$ cat config.mk
export PLATFORM = sky130hd
export DESIGN_NAME = prr_reclaim_unit
export DESIGN_NICKNAME = d
export VERILOG_FILES = /design/src/rtl/prr_pkg.sv /design/src/rtl/prr_free_fifo.sv /design/src/rtl/prr_spec_map.sv /design/src/rtl/prr_commit_map.sv /design/src/rtl/prr_reclaim_unit.sv
export SDC_FILE = /design/constraint.sdc
export NUM_CORES = 2
export LEC_CHECK = 0
export BUFFER_PORTS_ARGS = -buffer_cell sky130_fd_sc_hd__buf_2
export CAP_MARGIN = 25
export CORE_MARGIN = 5
export CORE_UTILIZATION = 50
export CTS_BUF_LIST = sky130_fd_sc_hd__clkbuf_4
export CTS_CLUSTER_DIAMETER = 100
export DETAILED_ROUTE_END_ITERATION = 6
export HOLD_SLACK_MARGIN = 0.03
export PLACE_DENSITY_LB_ADDON = 0.05
export SYNTH_ARGS = -nofsm -noshare
export SYNTH_HDL_FRONTEND = slang
export SYNTH_HIERARCHICAL = 1
export SYNTH_SLANG_ARGS = --single-unit
$ cat constraint.sdc
create_clock -name clk -period 4.9 [get_ports clk]
set_clock_uncertainty 0.15 [all_clocks]
set_input_delay 0.735 -clock clk [delete_from_list [all_inputs] [get_ports clk]]
set_output_delay 0.735 -clock clk [all_outputs]
set_load 0.03 [all_outputs]
$ cat src/rtl/prr_pkg.sv
package prr_pkg;
  // Default sizing: 32 architectural registers, 64 extra physical tags
  // to cover roughly 50 renamed destinations in flight, 4-wide rename.
  localparam int unsigned PRR_NARCH = 32;
  localparam int unsigned PRR_NPHYS = 96;
  localparam int unsigned PRR_LANES = 4;
endpackage

$ cat src/rtl/prr_free_fifo.sv
// Circular pool of free physical tags. The slot index of the oldest
// in-flight grant (retire pointer) always equals the push slot, because
// free + in-flight tags always fill the whole ring.
module prr_free_fifo #(
  parameter int unsigned NARCH = 32,
  parameter int unsigned NPHYS = 96,
  parameter int unsigned LANES = 4,
  localparam int unsigned DEPTH = NPHYS - NARCH,
  localparam int unsigned IW = $clog2(DEPTH),
  localparam int unsigned PW = $clog2(DEPTH + 1),
  localparam int unsigned TW = $clog2(NPHYS),
  localparam int unsigned CW = $clog2(LANES + 1)
) (
  input  logic              clk,
  input  logic              rst_n,
  input  logic              pop_en,
  input  logic [CW-1:0]     pop_cnt,
  input  logic              push_en,
  input  logic [TW-1:0]     push_tag,
  input  logic              rewind,
  output logic [LANES*TW-1:0] peek_tags,
  output logic [PW-1:0]     free_cnt
);

  logic [TW-1:0] ring_q [DEPTH];
  logic [IW-1:0] head_q, head_d;
  logic [IW-1:0] retire_q, retire_d;
  logic [PW-1:0] free_q, free_d;

  function automatic logic [IW-1:0] ring_add(input logic [IW-1:0] base,
                                             input int unsigned inc);
    int unsigned s;
    s = int'(base) + inc;
    if (s >= DEPTH) s = s - DEPTH;
    return IW'(s);
  endfunction

  // Read-ahead of the next LANES free tags
  always_comb begin
    for (int k = 0; k < LANES; k++) begin
      peek_tags[k*TW +: TW] = ring_q[ring_add(head_q, k)];
    end
  end

  // Pointer and count next-state
  always_comb begin
    int unsigned taken;
    taken    = pop_en ? int'(pop_cnt) : 0;
    head_d   = ring_add(head_q, taken);
    retire_d = push_en ? ring_add(retire_q, 1) : retire_q;
    free_d   = PW'(int'(free_q) - taken + (push_en ? 1 : 0));
    if (rewind) begin
      head_d = retire_d;
      free_d = PW'(DEPTH);
    end
  end

  always_ff @(posedge clk or negedge rst_n) begin
    if (!rst_n) begin
      head_q   <= '0;
      retire_q <= '0;
      free_q   <= PW'(DEPTH);
    end else begin
      head_q   <= head_d;
      retire_q <= retire_d;
      free_q   <= free_d;
    end
  end

  // Storage: reset loads the non-architectural tags in increasing order
  always_ff @(posedge clk or negedge rst_n) begin
    if (!rst_n) begin
      for (int i = 0; i < DEPTH; i++) ring_q[i] <= TW'(NARCH + i);
    end else if (push_en) begin
      ring_q[retire_q] <= push_tag;
    end
  end

  assign free_cnt = free_q;

endmodule

$ cat src/rtl/prr_spec_map.sv
// Speculative architectural-to-physical map with in-bundle forwarding.
module prr_spec_map #(
  parameter int unsigned NARCH = 32,
  parameter int unsigned NPHYS = 96,
  parameter int unsigned LANES = 4,
  localparam int unsigned TW = $clog2(NPHYS),
  localparam int unsigned AW = $clog2(NARCH),
  localparam int unsigned CW = $clog2(LANES + 1)
) (
  input  logic                 clk,
  input  logic                 rst_n,
  input  logic                 upd_en,
  input  logic [CW-1:0]        upd_cnt,
  input  logic [LANES*AW-1:0]  upd_arch,
  input  logic [LANES*TW-1:0]  new_tags,
  input  logic                 restore,
  input  logic [NARCH*TW-1:0]  restore_map,
  output logic [LANES*TW-1:0]  old_tags
);

  logic [TW-1:0] map_q [NARCH];

  // Displaced tag per lane: table value unless an earlier active lane
  // of the same bundle writes the same register (latest one wins).
  always_comb begin
    logic [AW-1:0] ak;
    logic [TW-1:0] ot;
    for (int k = 0; k < LANES; k++) begin
      ak = upd_arch[k*AW +: AW];
      ot = map_q[ak];
      for (int j = 0; j < k; j++) begin
        if (j < int'(upd_cnt) && upd_arch[j*AW +: AW] == ak) begin
          ot = new_tags[j*TW +: TW];
        end
      end
      old_tags[k*TW +: TW] = ot;
    end
  end

  always_ff @(posedge clk or negedge rst_n) begin
    if (!rst_n) begin
      for (int i = 0; i < NARCH; i++) map_q[i] <= TW'(i);
    end else if (restore) begin
      for (int i = 0; i < NARCH; i++) map_q[i] <= restore_map[i*TW +: TW];
    end else if (upd_en) begin
      // Ascending lane order: the highest lane on a register wins
      for (int k = 0; k < LANES; k++) begin
        if (k < int'(upd_cnt)) begin
          map_q[upd_arch[k*AW +: AW]] <= new_tags[k*TW +: TW];
        end
      end
    end
  end

endmodule

$ cat src/rtl/prr_commit_map.sv
// Committed architectural-to-physical map, updated in program order.
module prr_commit_map #(
  parameter int unsigned NARCH = 32,
  parameter int unsigned NPHYS = 96,
  localparam int unsigned TW = $clog2(NPHYS),
  localparam int unsigned AW = $clog2(NARCH)
) (
  input  logic                clk,
  input  logic                rst_n,
  input  logic                wr_en,
  input  logic [AW-1:0]       wr_arch,
  input  logic [TW-1:0]       wr_tag,
  input  logic [AW-1:0]       rd_arch,
  output logic [TW-1:0]       rd_tag,
  output logic [NARCH*TW-1:0] next_map
);

  logic [TW-1:0] cmap_q [NARCH];

  // Map as it will be after this cycle's commit (flush restore source)
  always_comb begin
    for (int i = 0; i < NARCH; i++) begin
      next_map[i*TW +: TW] = cmap_q[i];
      if (wr_en && int'(wr_arch) == i) next_map[i*TW +: TW] = wr_tag;
    end
  end

  always_ff @(posedge clk or negedge rst_n) begin
    if (!rst_n) begin
      for (int i = 0; i < NARCH; i++) cmap_q[i] <= TW'(i);
    end else if (wr_en) begin
      cmap_q[wr_arch] <= wr_tag;
    end
  end

  assign rd_tag = cmap_q[rd_arch];

endmodule

$ cat src/rtl/prr_reclaim_unit.sv
module prr_reclaim_unit
  import prr_pkg::*;
#(
  parameter int unsigned NARCH = PRR_NARCH,
  parameter int unsigned NPHYS = PRR_NPHYS,
  parameter int unsigned LANES = PRR_LANES,
  localparam int unsigned DEPTH = NPHYS - NARCH,
  localparam int unsigned TW = $clog2(NPHYS),
  localparam int unsigned AW = $clog2(NARCH),
  localparam int unsigned CW = $clog2(LANES + 1),
  localparam int unsigned PW = $clog2(DEPTH + 1)
) (
  input  logic                clk,
  input  logic                rst_n,
  input  logic                alloc_valid,
  output logic                alloc_ready,
  input  logic [CW-1:0]       alloc_cnt,
  input  logic [LANES*AW-1:0] alloc_arch,
  output logic [LANES*TW-1:0] alloc_new_tags,
  output logic [LANES*TW-1:0] alloc_old_tags,
  output logic                pool_empty,
  output logic [PW-1:0]       free_count,
  input  logic                commit_valid,
  input  logic [AW-1:0]       commit_arch,
  input  logic [TW-1:0]       commit_new_tag,
  input  logic [TW-1:0]       commit_old_tag,
  input  logic                flush,
  input  logic [AW-1:0]       map_rd_arch,
  output logic [TW-1:0]       map_rd_tag
);

  logic                alloc_fire;
  logic [NARCH*TW-1:0] committed_next;

  // Whole-bundle admission: refuse rather than grant partially
  assign alloc_ready = !flush
                    && int'(alloc_cnt) <= LANES
                    && int'(alloc_cnt) <= int'(free_count);
  assign alloc_fire  = alloc_valid && alloc_ready;
  assign pool_empty  = (free_count == '0);

  prr_free_fifo #(.NARCH(NARCH), .NPHYS(NPHYS), .LANES(LANES)) u_pool (
    .clk       (clk),
    .rst_n     (rst_n),
    .pop_en    (alloc_fire),
    .pop_cnt   (alloc_cnt),
    .push_en   (commit_valid),
    .push_tag  (commit_old_tag),
    .rewind    (flush),
    .peek_tags (alloc_new_tags),
    .free_cnt  (free_count)
  );

  prr_spec_map #(.NARCH(NARCH), .NPHYS(NPHYS), .LANES(LANES)) u_spec (
    .clk         (clk),
    .rst_n       (rst_n),
    .upd_en      (alloc_fire),
    .upd_cnt     (alloc_cnt),
    .upd_arch    (alloc_arch),
    .new_tags    (alloc_new_tags),
    .restore     (flush),
    .restore_map (committed_next),
    .old_tags    (alloc_old_tags)
  );

  prr_commit_map #(.NARCH(NARCH), .NPHYS(NPHYS)) u_cmap (
    .clk      (clk),
    .rst_n    (rst_n),
    .wr_en    (commit_valid),
    .wr_arch  (commit_arch),
    .wr_tag   (commit_new_tag),
    .rd_arch  (map_rd_arch),
    .rd_tag   (map_rd_tag),
    .next_map (committed_next)
  );

endmodule

# --- Word-level counts from Yosys, hierarchy flattened ---
# Cells that the tools add are included.
totals:
  out_inout_bits: 72
  in_bits: 52
  word_cells: 378
  ff_bits: 915
op_classes:
  add_sub_neg: 13
  n_mux: 106
  bitwise_logic: 11
  n_reduce_logical: 51
  magnitude_cmp: 29
  eq_ne: 37
op_table:
  columns: ["op", "count"]
  rows:
  - ["$mux W224", 12]
  - ["$bwmux W224", 5]
  - ["$bwmux W448", 1]
  - ["$mux W7", 63]
  - ["$bmux W7 S5", 5]
  - ["$demux W7 S5", 5]
  - ["$bmux W7 S6", 4]
  - ["$eq A5 B5 Y1 const B", 16]
  - ["$ge A7 B7 Y1 const B", 9]
  - ["$mux W6", 8]
  - ["$logic_and A1 B1 Y1", 47]
  - ["$demux W7 S6", 1]
  - ["$eq A5 B4 Y1 const B", 8]
  - ["$ge A6 B6 Y1 const B", 6]
  - ["$not A5 Y6", 6]
  - ["$sub A6 B1 Y6 const B", 6]
  - ["$not A6 Y7", 5]
  - ["$ge A32 B7 Y1 const B", 1]
  - ["$eq A5 B5 Y1", 6]
  - ["$lt A6 B1 Y1 const B", 5]
  - ["$eq A5 B3 Y1 const B", 4]
  - ["$add A6 B1 Y7 const B", 2]
  - ["$add A6 B2 Y7 const B", 2]
  - ["$eq A5 B2 Y1 const B", 2]
  - ["other kinds (16)", 18]

# --- Depth between registers and ports, before layout ---
logic_depth:
  ltp_word: 22
  depth_mapped: 21
  mapped_depth_nobuf: 17

# --- Modules after synthesis ---
# Netlist, hierarchy kept.
by_module_without_submodules:
  columns: ["mod", "instances", "area_per_inst_um2", "seq_area_each_um2", "cells_per_inst"]
  rows:
  - ["prr_free_fifo", 1, 33359.5, 11967.7, 2499]
  - ["prr_spec_map", 1, 28478.6, 5705.5, 3080]
  - ["prr_commit_map", 1, 13063.8, 5705.5, 894]
  - ["prr_reclaim_unit", 1, 118.9, 0.0, 15]

# --- Worst setup path before layout ---
# No wires, ideal clock.
synth_path:
  path_type: "flip-flop to output port"
  start: "register u_pool.head_q[1]"
  end: "output port alloc_old_tags[15]"
  setup_slack_ns: -1.181
  stages_incl_launch_ff: 19
  n_path_buf: 10
  t_arrival_ns: 5.196
  required_time_ns: 4.015
  path_cell_list: "dfrtp_1 buf_4 buf_4 inv_1 clkbuf_1 clkbuf_1 ha_1 buf_2 buf_4 buf_2 buf_2 nor2_1 a22o_1 o21ai_0 a222oi_1 buf_1 clkbuf_1 o22ai_1 a31oi_1"
synth_via:
  elab_chain_len: 8
  word_cells_on_any_way: 17
  classes_between: "3 x add/sub; 2 x order compare; 10 x mux; 2 x bitwise"
synth_rtl:
  columns: ["item", "line", "source"]
  rows:
  - ["from (decl)", "prr_free_fifo.sv:26", "logic [IW-1:0] head_q, head_d;"]
  - ["from (signal assigned)", "prr_free_fifo.sv:60", "head_q <= '0;"]
  - ["from (signal assigned)", "prr_free_fifo.sv:64", "head_q <= head_d;"]
  - ["$add A6 B1 Y7 (*)", "prr_free_fifo.sv:33", "s = int'(base) + inc;"]
  - ["$sub A6 B1 Y6 / $ge A7 B7 Y1 (equally long branches)", "prr_free_fifo.sv:34", "if (s >= DEPTH) s = s - DEPTH;"]
  - ["$mux W6 (*)", "prr_free_fifo.sv:34", null]
  - ["$not A6 Y7 (not written as such) (*)", "prr_free_fifo.sv:41", "peek_tags[k*TW +: TW] = ring_q[ring_add(head_q, k)];"]
  - ["$bmux W7 S6 (*)", "prr_free_fifo.sv:41", null]
  - ["$mux W7 (not written as such) (*) (2 in series)", "prr_free_fifo.sv:41", null]
  - ["net alloc_new_tags[8]", "prr_reclaim_unit.sv:19", "output logic [LANES*TW-1:0] alloc_new_tags,"]
  - ["$mux W7 (*)", "prr_spec_map.sv:32", "if (j < int'(upd_cnt) && upd_arch[j*AW +: AW] == ak) begin"]
  - ["to (decl)", "prr_reclaim_unit.sv:20", "output logic [LANES*TW-1:0] alloc_old_tags,"]
# Mark *: on every way through the listed nets, which the timed path passes. The rest lies on a longest branch. The select of a mux whose other input is x is not followed.

# --- Final worst setup path ---
layout_path:
  start: "register u_pool.head_q[0]"
  end: "output port alloc_old_tags[25]"
layout_via:
  elab_chain_len: 9
  word_cells_on_any_way: 26
  classes_between: "5 x add/sub; 3 x order compare; 15 x mux; 3 x bitwise"
layout_rtl:
  columns: ["item", "line"]
  rows:
  - ["$add A6 B1 Y7 (tied with other cells)", "prr_free_fifo.sv:33"]
  - ["$sub A6 B1 Y6 (tied with other cells)", "prr_free_fifo.sv:34"]
  - ["$mux W6 / $not A6 Y7 (equally long branches)", "prr_free_fifo.sv:34, prr_free_fifo.sv:41"]
  - ["$not A6 Y7 (not written as such) / $bmux W7 S6 (equally long branches)", "prr_free_fifo.sv:41"]
  - ["$bmux W7 S6 / $mux W7 (equally long branches)", "prr_free_fifo.sv:41"]
  - ["$mux W7 (not written as such)", "prr_free_fifo.sv:41"]
  - ["$mux W7 (on tied branches)", "prr_free_fifo.sv:41, prr_spec_map.sv:32"]
  - ["$mux W7", "prr_spec_map.sv:32"]
  - ["$mux W7 (*)", "prr_spec_map.sv:32"]
# Every way passes the cells marked *; elsewhere a longest branch is shown, timed or not. The select of a mux whose other input is x is not followed.

==> impl_results.md <==
- Drt wl/cell: 42.6 um
- Global-route wire length before repair: 546 mm
- Critical R2R Capture: u_spec/map_q[63]
- Die area: 158000 sq um
- Final RePlAce weighted congestion: 1.12
- Routed Antenna Nets: 0
- CP arrival: 4.96 ns
- DP HPWL: 265 mm
- CTS tree: done
- Die Width: 397 um
- Crit. End Element: primary output
- Largest family of logic cells by synthesized area: multiplexers
- # rows: 142
- Clock period minus worst slack: 5.85 ns
- Core Region: 149000 sq um
- Hold Crit Class: in2reg
- Post-synthesis compound-gate area fraction: 15.0%
- Setup CP Type: reg2out
- Vias: 71214
- Max frequency: 0.171 GHz
- Gate Count Post-Synth: 6488
- Nets: 7021
- RSZ-0062 raised after global routing: true
- Met1 Track Usage GR: 56.9%
- Final max-slew violation count: 0
- Overall Global Routing Usage: 48.8%
- Reg2Reg Depth: 18
- Yosys cell types: 100
- I/O pins: 124
- Final hold violation count: 0
- Chip height: 397 um
- R2R Setup Slk: 0.04 ns
- Power Dens Cells: 828 nW/um^2
- Longest Clk Path Bufs: 4
- Number of clock sinks: 915
- CP startpoint kind: flop
- Failing checks: setup timing
- Rel. slew slack: 21.1%
- Crit Path Max Fanout: 7
- Hold Path Cell Cnt: 8
- Vias in the first global route: 68319
- Met3 Use GR: 15.8%
- Pin count of the biggest net entering global routing: 183
- #FFs+latches synth: 915
- Max Cap Violations: 0
- CTS H-tree depth: 5
- Post-Synth XOR/XNOR Area: 0.741%
- Lkg Pwr: 34.4 nW
- Worst Hold Endpoint: u_pool/free_cnt[0]
- Mux cell area share after synthesis: 39.5%
- Synthesized area per cell: 11.6 sq um
- Setup WS post-layout: -0.949 ns
- Fillers: 12281
- Placed Cells incl. Taps: 8364
- Global route hottest layer: met2
- Final clock period utilization by the worst path: 119%
- Fin Hold WS: 0.129 ns
- EDFF count, synth: 0
- Simple-gate share of the synthesized area: 8.61%
- CTS Buf Count: 291
- DRC: 0
- Syn_nets: 6560
- Async SR Flop Fraction: 100%
- Synthesis-to-finish area growth: 20.9%
- Sequential area share after synthesis: 31.2%
- Clk root buf: clkbuf_4
- Status: finished, violations left
- Iter 0 DRT Violations: 10056
- WL final: 393 mm
- Slew at the pin with the worst max-slew slack: 1.15 ns
- Starting Density: 50.2%
- Initial antenna violation count: 31
- Yosys warnings: 6
- Post-synthesis adder-cell area fraction: 0.354%
- Mapped Area: 75000 sq um
- Pre-Repair DR Iteration Count: 7
- GR Util met2: 71.6%
- Data required, critical path: 4.01 ns
- Fin cells: 9219
- Peak VDD IR: 1.59 mV
- Register clock-pin slew on the reported worst setup and hold paths: 0.07 ns
- Reg2reg start: u_pool/head_q[1]
- Worst-skew pair later-pin latency: 1.39 ns
- Final setup violating endpoints: 49
- Hold Crit Start: alloc_cnt[1]
- IO buf count: 123
- Ys flop type: dfrtp_1
- Share of layout cells above drive strength 1: 47.6%
- DR vias/cell: 7.72
- Overflow after GRT: 0
[registers in the layout (all words and copies together), names as in the netlist]
signal / count
u_pool/free_cnt: 7
u_pool/head_q: 6
u_pool/retire_q: 6
u_spec/map_q: 224
u_cmap/cmap_q: 224
u_pool/ring_q: 448
[how the worst max path moves through the flow]
stage / endpoint / slack, ns / cells after the start / startpoint
floorplan: alloc_old_tags[21] / -0.03 / 19 / u_pool/head_q[1]
global placement: alloc_old_tags[26] / -0.24 / 10 / alloc_cnt[0]
detailed placement: alloc_old_tags[26] / -0.22 / 10 / alloc_arch[15]
CTS: alloc_old_tags[25] / -0.93 / 16 / u_pool/head_q[0]
global route: alloc_old_tags[25] / -1.02 / 16 / u_pool/head_q[0]
finish: alloc_old_tags[25] / -0.95 / 16 / u_pool/head_q[0]
[synth_stat cells, drive strengths merged, types with 9 or more instances]
cell type / count / area [sq um]
a2111oi: 12 / 105
nor2: 197 / 764
a211oi: 29 / 223
buf: 301 / 1670
nand3: 89 / 445
nor3: 51 / 428
xnor2: 33 / 304
or3: 9 / 61.3
o211ai: 225 / 1720
nand4: 20 / 125
a311oi: 11 / 96.3
and3b: 14 / 123
mux2i: 370 / 3700
and2: 21 / 131
xor2: 27 / 251
inv: 30 / 113
a32oi: 11 / 96.3
a31oi: 46 / 288
a22oi: 261 / 1960
nor2b: 29 / 181
nand2: 355 / 1330
a21oi: 274 / 1370
a211o: 225 / 1970
a22o: 38 / 333
o22ai: 265 / 1660
a221oi: 41 / 359
dfstp: 385 / 10100
nor3b: 211 / 1610
clkbuf: 445 / 1670
o21ai: 86 / 453
nor4: 13 / 201
and3: 21 / 131
mux2: 928 / 10500
dfrtp: 530 / 13300
nand2b: 15 / 93.8
nand3b: 34 / 259
nand4b: 24 / 210
mux4: 687 / 15500
ha: 18 / 225
o311ai: 19 / 184
[metrics by stage]
step / setup WS (ns) / power [mW] / util, % / TNS (ns) / cell area (sq um)
4_1_cts: -0.935 / 70.3 / 59.7 / -24.97 / 89300
6_report: -0.949 / 75.1 / 60.7 / -29.38 / 90700
2_1_floorplan: -0.0329 / 32.9 / - / -0.0877 / 75400
3_5_place_dp: -0.224 / 52.1 / 53.5 / -0.649 / 80000
3_3_place_gp: -0.237 / 51.8 / 53.5 / -0.936 / 79900
5_1_grt: -1.02 / 75.1 / 60.7 / -32.21 / 90600
[kinds of logic (layout without fill, tap and decap cells)]
group | after synthesis | count (layout)
multiplexers | 1985 | 1985
AO/OA/AOI/OAI | 1591 | 1591
AND/OR/NAND/NOR | 1141 | 1141
flip-flops | 915 | 915
buffers and inverters | 776 | 1452
XOR/XNOR | 60 | 60
adder cells (fa/ha/maj) | 20 | 20
other | 0 | 39
[area by class of cell]
cell class                      count  area (sq um)  share of cell area [%]
Timing Repair Buffer              914         10000                    11.1
Clock inverter                     62           327                   0.360
Antenna cell                       39          97.6                   0.108
Clock buffer                      446          3350                    3.69
Multi-Input combinational cell   4797         50800                    56.1
Sequential cell                   915         23400                    25.8
Inverter                           30           128                   0.141
Tap cell                         2016          2520                    2.78
[power breakdown]
group	internal [mW]	switching [mW]	total [mW]
sequential	10.2	3.34	13.6
combinational	21.3	32.1	53.4
clock	4.28	3.87	8.15
[metal layers]
layer | part of all wire, % | wire length [um] | up-vias
met5 | 0.024 | 96 | -
met3 | 12 | 46200 | 2025
met4 | 12 | 47600 | 14
li1 | - | - | 27207
met2 | 43 | 168000 | 5997
met1 | 33 | 131000 | 35971
[worst max-delay path: stages, from the launching register on]
cell	delay, ns
dfrtp_4	0.50
buf_12	0.16
inv_8	0.06
ha_4	0.21
buf_12	0.13
buf_12	0.14
buf_12	0.14
mux4_2	0.33
mux4_2	0.61
a21oi_2	0.18
a22oi_2	0.07
buf_6	0.16
buf_6	0.12
a31oi_4	0.11
o211ai_1	0.28
buf_4	0.28
buf_6	0.14
[cell usage in the layout, fill, tap and decap left out, types with 46 or more instances in the layout]
master | netlist | routed
buf_8 | 1 | 46
buf_2 | 157 | 64
dfstp_2 | 385 | 385
a22oi_1 | 261 | 251
nand3_1 | 89 | 76
buf_4 | 56 | 499
mux2_1 | 349 | 349
nor3b_1 | 205 | 204
dfrtp_1 | 530 | 525
a21oi_1 | 274 | 243
a211o_1 | 225 | 224
buf_12 | 0 | 103
mux2i_1 | 370 | 338
nor2_1 | 187 | 165
mux4_2 | 679 | 680
o211ai_1 | 218 | 218
nand2_1 | 355 | 337
o21ai_0 | 72 | 49
clkbuf_4 | 0 | 446
o22ai_1 | 265 | 247
mux2_2 | 579 | 573
buf_6 | 16 | 127
[repair_timing]
action / in CTS / in global routing
hold buffers: 19 / 0
setup endpoints to repair: 49 / 49
gates resized for setup: 655 / 182
pin swaps: 89 / 91
cloned: 32 / 1
hold endpoints to repair: 749 / 0
buffers inserted: 191 / 95
Note: power is estimated with default switching activity, not from simulation.
